$ cat config.mk
export PLATFORM = sky130hd
export DESIGN_NAME = qinv_engine
export DESIGN_NICKNAME = d
export VERILOG_FILES = /design/src/rtl/qinv_pkg.sv /design/src/rtl/qinv_decode.sv /design/src/rtl/qinv_ptrs.sv /design/src/rtl/qinv_engine.sv
export SDC_FILE = /design/constraint.sdc
export NUM_CORES = 1
export LEC_CHECK = 0
export BUFFER_PORTS_ARGS = -buffer_cell sky130_fd_sc_hd__clkbuf_2
export CORE_AREA = 3 3 151 153
export CTS_BUF_LIST = sky130_fd_sc_hd__clkbuf_16
export CTS_CLUSTER_DIAMETER = 150
export DETAILED_ROUTE_END_ITERATION = 8
export DIE_AREA = 0 0 154 156
export GPL_ROUTABILITY_DRIVEN = 1
export GPL_TIMING_DRIVEN = 0
export PLACE_DENSITY = 0.71
export SETUP_SLACK_MARGIN = 0.1
export SLEW_MARGIN = 20
export SYNTH_ARGS = -nofsm -noshare
export SYNTH_HDL_FRONTEND = slang
export SYNTH_SLANG_ARGS = --single-unit
$ cat constraint.sdc
create_clock -name clk -period 2.7 [get_ports clk]
set_input_delay 0.405 -clock clk [delete_from_list [all_inputs] [get_ports clk]]
set_output_delay 0.405 -clock clk [all_outputs]
set_load 0.05 [all_outputs]
$ cat src/rtl/qinv_pkg.sv
package qinv_pkg;
    typedef enum logic [2:0] {S_OFF, S_IDLE, S_FETCH, S_DECODE, S_WSTAT} qi_state_e;
    typedef enum logic [2:0] {K_CTX, K_IOTLB, K_IEC, K_WAIT, K_BAD} qi_kind_e;

    localparam logic [3:0] TYPE_CTX   = 4'h1;
    localparam logic [3:0] TYPE_IOTLB = 4'h2;
    localparam logic [3:0] TYPE_IEC   = 4'h4;
    localparam logic [3:0] TYPE_WAIT  = 4'h5;
    localparam int         SW_FLAG_BIT = 5;
    localparam int         SLOT_BYTES_LOG2 = 4;
endpackage

$ cat src/rtl/qinv_decode.sv
module qinv_decode
    import qinv_pkg::*;
(
    input  logic [63:0] desc_lo,
    output qi_kind_e    kind,
    output logic        status_wr,
    output logic [31:0] status_word
);
    logic rsvd_nz;

    // reserved fields of a wait descriptor: bit 4 and bits 31:6
    assign rsvd_nz     = desc_lo[4] | (|desc_lo[31:6]);
    assign status_wr   = desc_lo[SW_FLAG_BIT];
    assign status_word = desc_lo[63:32];

    always_comb begin
        unique case (desc_lo[3:0])
            TYPE_CTX:   kind = K_CTX;
            TYPE_IOTLB: kind = K_IOTLB;
            TYPE_IEC:   kind = K_IEC;
            TYPE_WAIT:  kind = rsvd_nz ? K_BAD : K_WAIT;
            default:    kind = K_BAD;
        endcase
    end
endmodule

$ cat src/rtl/qinv_ptrs.sv
module qinv_ptrs
    import qinv_pkg::*;
#(
    parameter int OFFS_W = 8
) (
    input  logic              clk,
    input  logic              rst_n,
    input  logic              tail_we,
    input  logic [OFFS_W-1:0] tail_wdata,
    input  logic              head_clr,
    input  logic              head_adv,
    output logic [OFFS_W-1:0] head,
    output logic [OFFS_W-1:0] tail
);
    localparam logic [OFFS_W-1:0] STEP = OFFS_W'(1 << SLOT_BYTES_LOG2);

    always_ff @(posedge clk or negedge rst_n) begin
        if (!rst_n) begin
            tail <= '0;
        end else if (tail_we) begin
            tail <= {tail_wdata[OFFS_W-1:SLOT_BYTES_LOG2], {SLOT_BYTES_LOG2{1'b0}}};
        end
    end

    always_ff @(posedge clk or negedge rst_n) begin
        if (!rst_n) begin
            head <= '0;
        end else if (head_clr) begin
            head <= '0;
        end else if (head_adv) begin
            head <= head + STEP;   // natural wrap modulo SLOTS*16
        end
    end
endmodule

$ cat src/rtl/qinv_engine.sv
module qinv_engine
    import qinv_pkg::*;
#(
    parameter int SLOTS  = 16,
    parameter int AW     = 64,
    localparam int SLOT_W = $clog2(SLOTS),
    localparam int OFFS_W = SLOT_W + SLOT_BYTES_LOG2
) (
    input  logic              clk,
    input  logic              rst_n,
    input  logic              cmd_qen,
    output logic              sts_qen,
    input  logic [AW-1:0]     q_base,
    input  logic              tail_we,
    input  logic [OFFS_W-1:0] tail_wdata,
    output logic [OFFS_W-1:0] tail_q,
    output logic [OFFS_W-1:0] head_q,
    input  logic              err_clr,
    output logic              err_flag,
    output logic              rd_req,
    output logic [AW-1:0]     rd_addr,
    input  logic              rd_ack,
    input  logic [127:0]      rd_data,
    output logic              wr_req,
    output logic [63:0]       wr_addr,
    output logic [31:0]       wr_data,
    input  logic              wr_ack,
    output logic              ctx_done,
    output logic              iotlb_done,
    output logic              iec_done
);
    qi_state_e   state, nxt;
    logic [127:0] desc_q;
    qi_kind_e    kind;
    logic        status_wr;
    logic [31:0] status_word;
    logic        head_clr, head_adv, err_set;

    qinv_decode u_dec (
        .desc_lo     (desc_q[63:0]),
        .kind        (kind),
        .status_wr   (status_wr),
        .status_word (status_word)
    );

    qinv_ptrs #(.OFFS_W(OFFS_W)) u_ptrs (
        .clk        (clk),
        .rst_n      (rst_n),
        .tail_we    (tail_we),
        .tail_wdata (tail_wdata),
        .head_clr   (head_clr),
        .head_adv   (head_adv),
        .head       (head_q),
        .tail       (tail_q)
    );

    // next-state logic
    always_comb begin
        nxt = state;
        unique case (state)
            S_OFF:    if (cmd_qen) nxt = S_IDLE;
            S_IDLE:   if (!cmd_qen) nxt = S_OFF;
                      else if (!err_flag && (head_q != tail_q)) nxt = S_FETCH;
            S_FETCH:  if (rd_ack) nxt = S_DECODE;
            S_DECODE: nxt = (kind == K_WAIT && status_wr) ? S_WSTAT : S_IDLE;
            S_WSTAT:  if (wr_ack) nxt = S_IDLE;
            default:  nxt = S_OFF;
        endcase
    end

    // state register
    always_ff @(posedge clk or negedge rst_n) begin
        if (!rst_n) state <= S_OFF;
        else        state <= nxt;
    end

    // descriptor latch and sticky error flag
    always_ff @(posedge clk or negedge rst_n) begin
        if (!rst_n) begin
            desc_q   <= '0;
            err_flag <= 1'b0;
        end else begin
            if (state == S_FETCH && rd_ack) desc_q <= rd_data;
            if (err_set)      err_flag <= 1'b1;
            else if (err_clr) err_flag <= 1'b0;
        end
    end

    // outputs
    always_comb begin
        sts_qen    = (state != S_OFF);
        rd_req     = (state == S_FETCH);
        wr_req     = (state == S_WSTAT);
        rd_addr    = q_base + AW'(head_q);
        wr_addr    = desc_q[127:64];
        wr_data    = status_word;
        ctx_done   = (state == S_DECODE) && (kind == K_CTX);
        iotlb_done = (state == S_DECODE) && (kind == K_IOTLB);
        iec_done   = (state == S_DECODE) && (kind == K_IEC);
        err_set    = (state == S_DECODE) && (kind == K_BAD);
        head_clr   = (state == S_OFF);
        head_adv   = ((state == S_DECODE) && (kind != K_BAD) && !(kind == K_WAIT && status_wr))
                   || ((state == S_WSTAT) && wr_ack);
    end

    assert_pulse_onehot_R5: assert property (@(posedge clk) disable iff (!rst_n)
        $onehot0({ctx_done, iotlb_done, iec_done}));
    assert_no_fetch_off_R3: assert property (@(posedge clk) disable iff (!rst_n)
        !sts_qen |-> !rd_req);
    assert_sts_rise_R2: assert property (@(posedge clk) disable iff (!rst_n)
        $rose(sts_qen) |-> $past(cmd_qen));
    assert_err_no_fetch_R8: assert property (@(posedge clk) disable iff (!rst_n)
        (err_flag && $past(err_flag)) |-> !rd_req);
    assert_wr_hold_R6: assert property (@(posedge clk) disable iff (!rst_n)
        (wr_req && !wr_ack) |=> (wr_req && $stable(wr_addr) && $stable(wr_data)));
    assert_head_step_R4: assert property (@(posedge clk) disable iff (!rst_n)
        (sts_qen && $past(sts_qen) && (head_q != $past(head_q)))
        |-> (head_q == OFFS_W'($past(head_q) + OFFS_W'(16))));
endmodule

==> reports/qor.txt <==
Ys Warns -> 0
Relative slew margins -> 53.3%
Synthesized netlist cell count -> 656
P_sw -> 6.41 mW
Synthesized area divided by synthesized cell count -> 11.6 sq um
Number of violations reported at the end of detailed-routing iteration 0 -> 257
Worst voltage drop across the vdd grid -> 762 uV
Initial standard-cell utilization of the core -> 35.1%
Setup-violating endpoint count in the final report -> 52
Sequential share of power -> 26.9%
Fin crit period -> 3030 ps
Seq/Total Area, Yosys -> 46.0%
HPWL Detailed -> 17.7 mm
Kind of path behind the tightest hold check -> input pin to async pin
Most instantiated flip-flop cell in the synthesis netlist -> sky130_fd_sc_hd__dfrtp_1
Worst path slowest cell -> sky130_fd_sc_hd__dfrtp_2
Final max-slew violation count -> 0
Die Y-Extent -> 156 um
Maximum fanout count along the critical path -> 5
Number of register bits inferred by synthesis -> 140
Final core area utilization -> 58.5%
Share of the cycle needed by the critical path after routing -> 112%
Leak pwr -> 6.21 nW
Number of vias after detailed routing -> 6478
TritonCTS Buffers -> 17
GRT overflow -> 0
Die outline area -> 24000 sq um
Number of hold buffers added after CTS -> 0
Fraction of registers with async set/reset -> 100%
Clock Path Buffers -> 2
Placed standard-cell area -> 10800 sq um
Core footprint -> 21700 sq um
Root Buffer -> sky130_fd_sc_hd__clkbuf_16
Diode count -> 0
Worst stage delay on the critical path -> 430 ps
Post-Layout Cell Count -> 1390
Drt via density -> 4.66
Comb pwr share -> 57.0%
Final hold violation count -> 0
Status -> finished, violations left
Post-route cell area -> 12700 sq um
Crit path cell chain -> ha_4 > nand2_2 > o21ai_2 > and4bb_4 > and2_4 > buf_8 > nand4_1 > xnor2_4 > buf_8
Top post-synthesis cells by area -> sky130_fd_sc_hd__dfrtp_1 46%, sky130_fd_sc_hd__mux2_2 20%, sky130_fd_sc_hd__buf_4 11%, sky130_fd_sc_hd__xnor2_1 4.7%, sky130_fd_sc_hd__xor2_1 2.5%
Std-Cell Rows -> 54
Vias in the first global route -> 6862
Number of buffers added on ports -> 373
Worst-case setup margin in the final layout -> -325 ps
Number of sinks driven by the clock tree -> 140
Layout cell share with drive strength beyond 1 -> 75.0%
Number of distinct library cells after synthesis -> 49
Wire length of the first global-routing pass -> 36.9 mm
Clock tree from TritonCTS -> done
CP Data Required Time -> 2300 ps
Synth area leader -> sky130_fd_sc_hd__dfrtp_1
Detailed-route wire length per cell -> 17.2 um
Clock network power share -> 16.1%
DP Worst Slack -> -381 ps
Count of boundary I/O pins -> 390
Count of flip-flops with a built-in enable after synthesis -> 0
Maximum number of pins on one net before global-route repair -> 87
Horiz. Die Dim -> 154 um
Power density over cell area -> 1080 nW/um^2
Setup CP Type -> flip-flop to primary output
Count of fill cells added during filler insertion -> 1749
# H-tree levels -> 4
Post-detailed-routing wire length -> 23.9 mm
Global-route usage over all layers -> 19.2%
Placer's final routability congestion estimate -> 0.838
Setup slack on the worst flop-to-flop path -> 550 ps
Post-synthesis cell area -> 7610 sq um
Count of nets left with antenna violations after detail routing -> 0
Cell with the most instances on the worst path -> sky130_fd_sc_hd__buf_8
Initial antenna violation count -> 1
Max capacitance violation total -> 0
Setup crit end kind -> primary output
Total placed cells including tap cells -> 1317
Crit start category -> flip-flop
Highest achievable clock rate -> 331 MHz
Share of the synthesized area in the top cell type -> 46.0%
Violations in the final reports -> setup timing
Worst-Skew Late Latency -> 410 ps
Router iterations before antenna repair -> 4
Post-route clock skew -> 8.86 ps
Clock-pin transition on the worst setup and hold timing paths -> 70 ps
Residual DRC count -> 0
RSZ-0062 raised after global routing -> yes
Cell internal power dissipation -> 7.30 mW
Final layout net count -> 1309
Area growth from synthesis to layout -> 66.6%
Sw Ratio -> 46.8%
Endpoint arrival time on the critical path -> 2620 ps
Worst slew pin tran -> 701 ps
[sequential cells by signal (all words and copies together) (netlist names)]
name	cells
desc_q	128
u_ptrs.head	4
u_ptrs.tail	4
state	3
err_flag	1
[final timing paths]
path	start	endpoint	cells after the start
setup / recovery	u_ptrs.head[7]	rd_addr[53]	9
hold reg to reg	desc_q[53]	desc_q[53]	1
hold / removal	rst_n	desc_q[113]	1
min in group clk	err_clr	err_flag	2
setup reg to reg	state[2]	desc_q[123]	6
max in group asynchronous	rst_n	u_ptrs.tail[7]	2
[stage by stage]
step | hold slack [ps] | setup TNS (ps) | total power, mW
after CTS | 70.7 | -8410 | 13.8
after floorplan | 109 | -303 | 9.67
after global routing | 83.7 | -15460 | 14.4
after detailed placement | 495 | -6120 | 11.3
final | 49.0 | -9290 | 13.7
after global placement | 490 | -174590 | 11.2
[power by group through the flow]
stage                     logic [mW]  registers (mW)  clock network (mW)
after floorplan                 5.97            3.70                   0
after global placement          7.43            3.73                   0
after detailed placement        7.52            3.77                   0
after CTS                       7.79            3.71                2.26
after global routing            8.23            3.85                2.36
final                           7.82            3.69                2.20
[layout by cell type, fill, tap and decap left out, types with 12 or more instances in the layout]
cell type / synthesis / final
sky130_fd_sc_hd__xor2_4: 0 / 14
sky130_fd_sc_hd__mux2_2: 132 / 132
sky130_fd_sc_hd__xnor2_2: 0 / 12
sky130_fd_sc_hd__buf_2: 14 / 14
sky130_fd_sc_hd__xnor2_4: 0 / 21
sky130_fd_sc_hd__clkbuf_16: 0 / 18
sky130_fd_sc_hd__dfrtp_1: 140 / 135
sky130_fd_sc_hd__buf_6: 2 / 18
sky130_fd_sc_hd__clkbuf_2: 1 / 316
sky130_fd_sc_hd__nand4_1: 17 / 17
sky130_fd_sc_hd__buf_8: 0 / 55
sky130_fd_sc_hd__inv_1: 11 / 12
sky130_fd_sc_hd__nand2_1: 34 / 23
sky130_fd_sc_hd__buf_4: 107 / 130
[worst max-delay path, delay by kind of cell, from the launching register on]
| family | cells | cell delay [ps] |
|---|---|---|
| DFF | 1 | 430 |
| AOI/OAI and AO/OA | 1 | 150 |
| xor gates and xnor gates | 1 | 250 |
| and+or+nand+nor | 4 | 800 |
| buffers and inverters | 2 | 280 |
| adders and majority gates | 1 | 300 |
[area by class of cell]
class,count,area [sq um],area share (%)
Buffer,129,953,7.52
Clock buffer,17,425,3.36
Clock inverter,15,130,1.03
Inverter,11,41.3,0.326
Multi-Input combinational cell,382,4400,34.7
Sequential cell,140,3510,27.7
Tap cell,280,350,2.76
Timing Repair Buffer,416,2870,22.6
[synthesized netlist by cell type, types with 3 or more instances]
library cell and count:
sky130_fd_sc_hd__nor3_1 12, sky130_fd_sc_hd__buf_4 107, sky130_fd_sc_hd__ha_1 5, sky130_fd_sc_hd__o21ai_0 9, sky130_fd_sc_hd__and3_1 6, sky130_fd_sc_hd__and2_1 3, sky130_fd_sc_hd__nor3_2 5, sky130_fd_sc_hd__inv_1 11
sky130_fd_sc_hd__nand4_1 17, sky130_fd_sc_hd__buf_2 14, sky130_fd_sc_hd__clkbuf_1 6, sky130_fd_sc_hd__dfrtp_1 140, sky130_fd_sc_hd__xnor2_1 41, sky130_fd_sc_hd__or2_2 3, sky130_fd_sc_hd__a21oi_1 8, sky130_fd_sc_hd__nor2_1 19
sky130_fd_sc_hd__nand2_1 34, sky130_fd_sc_hd__nor4_1 7, sky130_fd_sc_hd__o22a_1 3, sky130_fd_sc_hd__nand3_1 19, sky130_fd_sc_hd__mux2_2 132, sky130_fd_sc_hd__xor2_1 22
[layer usage]
layer  wire, um  GRT usage [%]  vias to the layer above
met5         13              0                        -
met4        720           6.18                        2
met3       1770           6.07                       45
met2      12700           33.9                      240
met1       8690           22.2                     3158
li1           -              -                     3033
[logic make-up (layout without fill, tap and decap cells)]
| group | count (synthesis) | in the layout | share of synthesized area (%) |
|---|---|---|---|
| AO/OA/AOI/OAI | 26 | 26 | 2.27 |
| XOR/XNOR | 64 | 64 | 7.46 |
| adder cells (fa/ha/maj) | 5 | 5 | 0.822 |
| buffers and inverters | 141 | 588 | 12.7 |
| flip-flops | 140 | 140 | 46.0 |
| multiplexers | 132 | 132 | 19.5 |
| other | 1 | 8 | 0.0493 |
| AND/OR/NAND/NOR | 147 | 147 | 11.1 |
[repair_timing]
item / CTS / global route
buffers inserted: 26 / 15
gates cloned: 2 / 0
setup endpoints to repair: 56 / 57
pin swaps: 41 / 37
gates resized for setup: 179 / 76
Note: power is estimated with default switching activity, not from simulation.
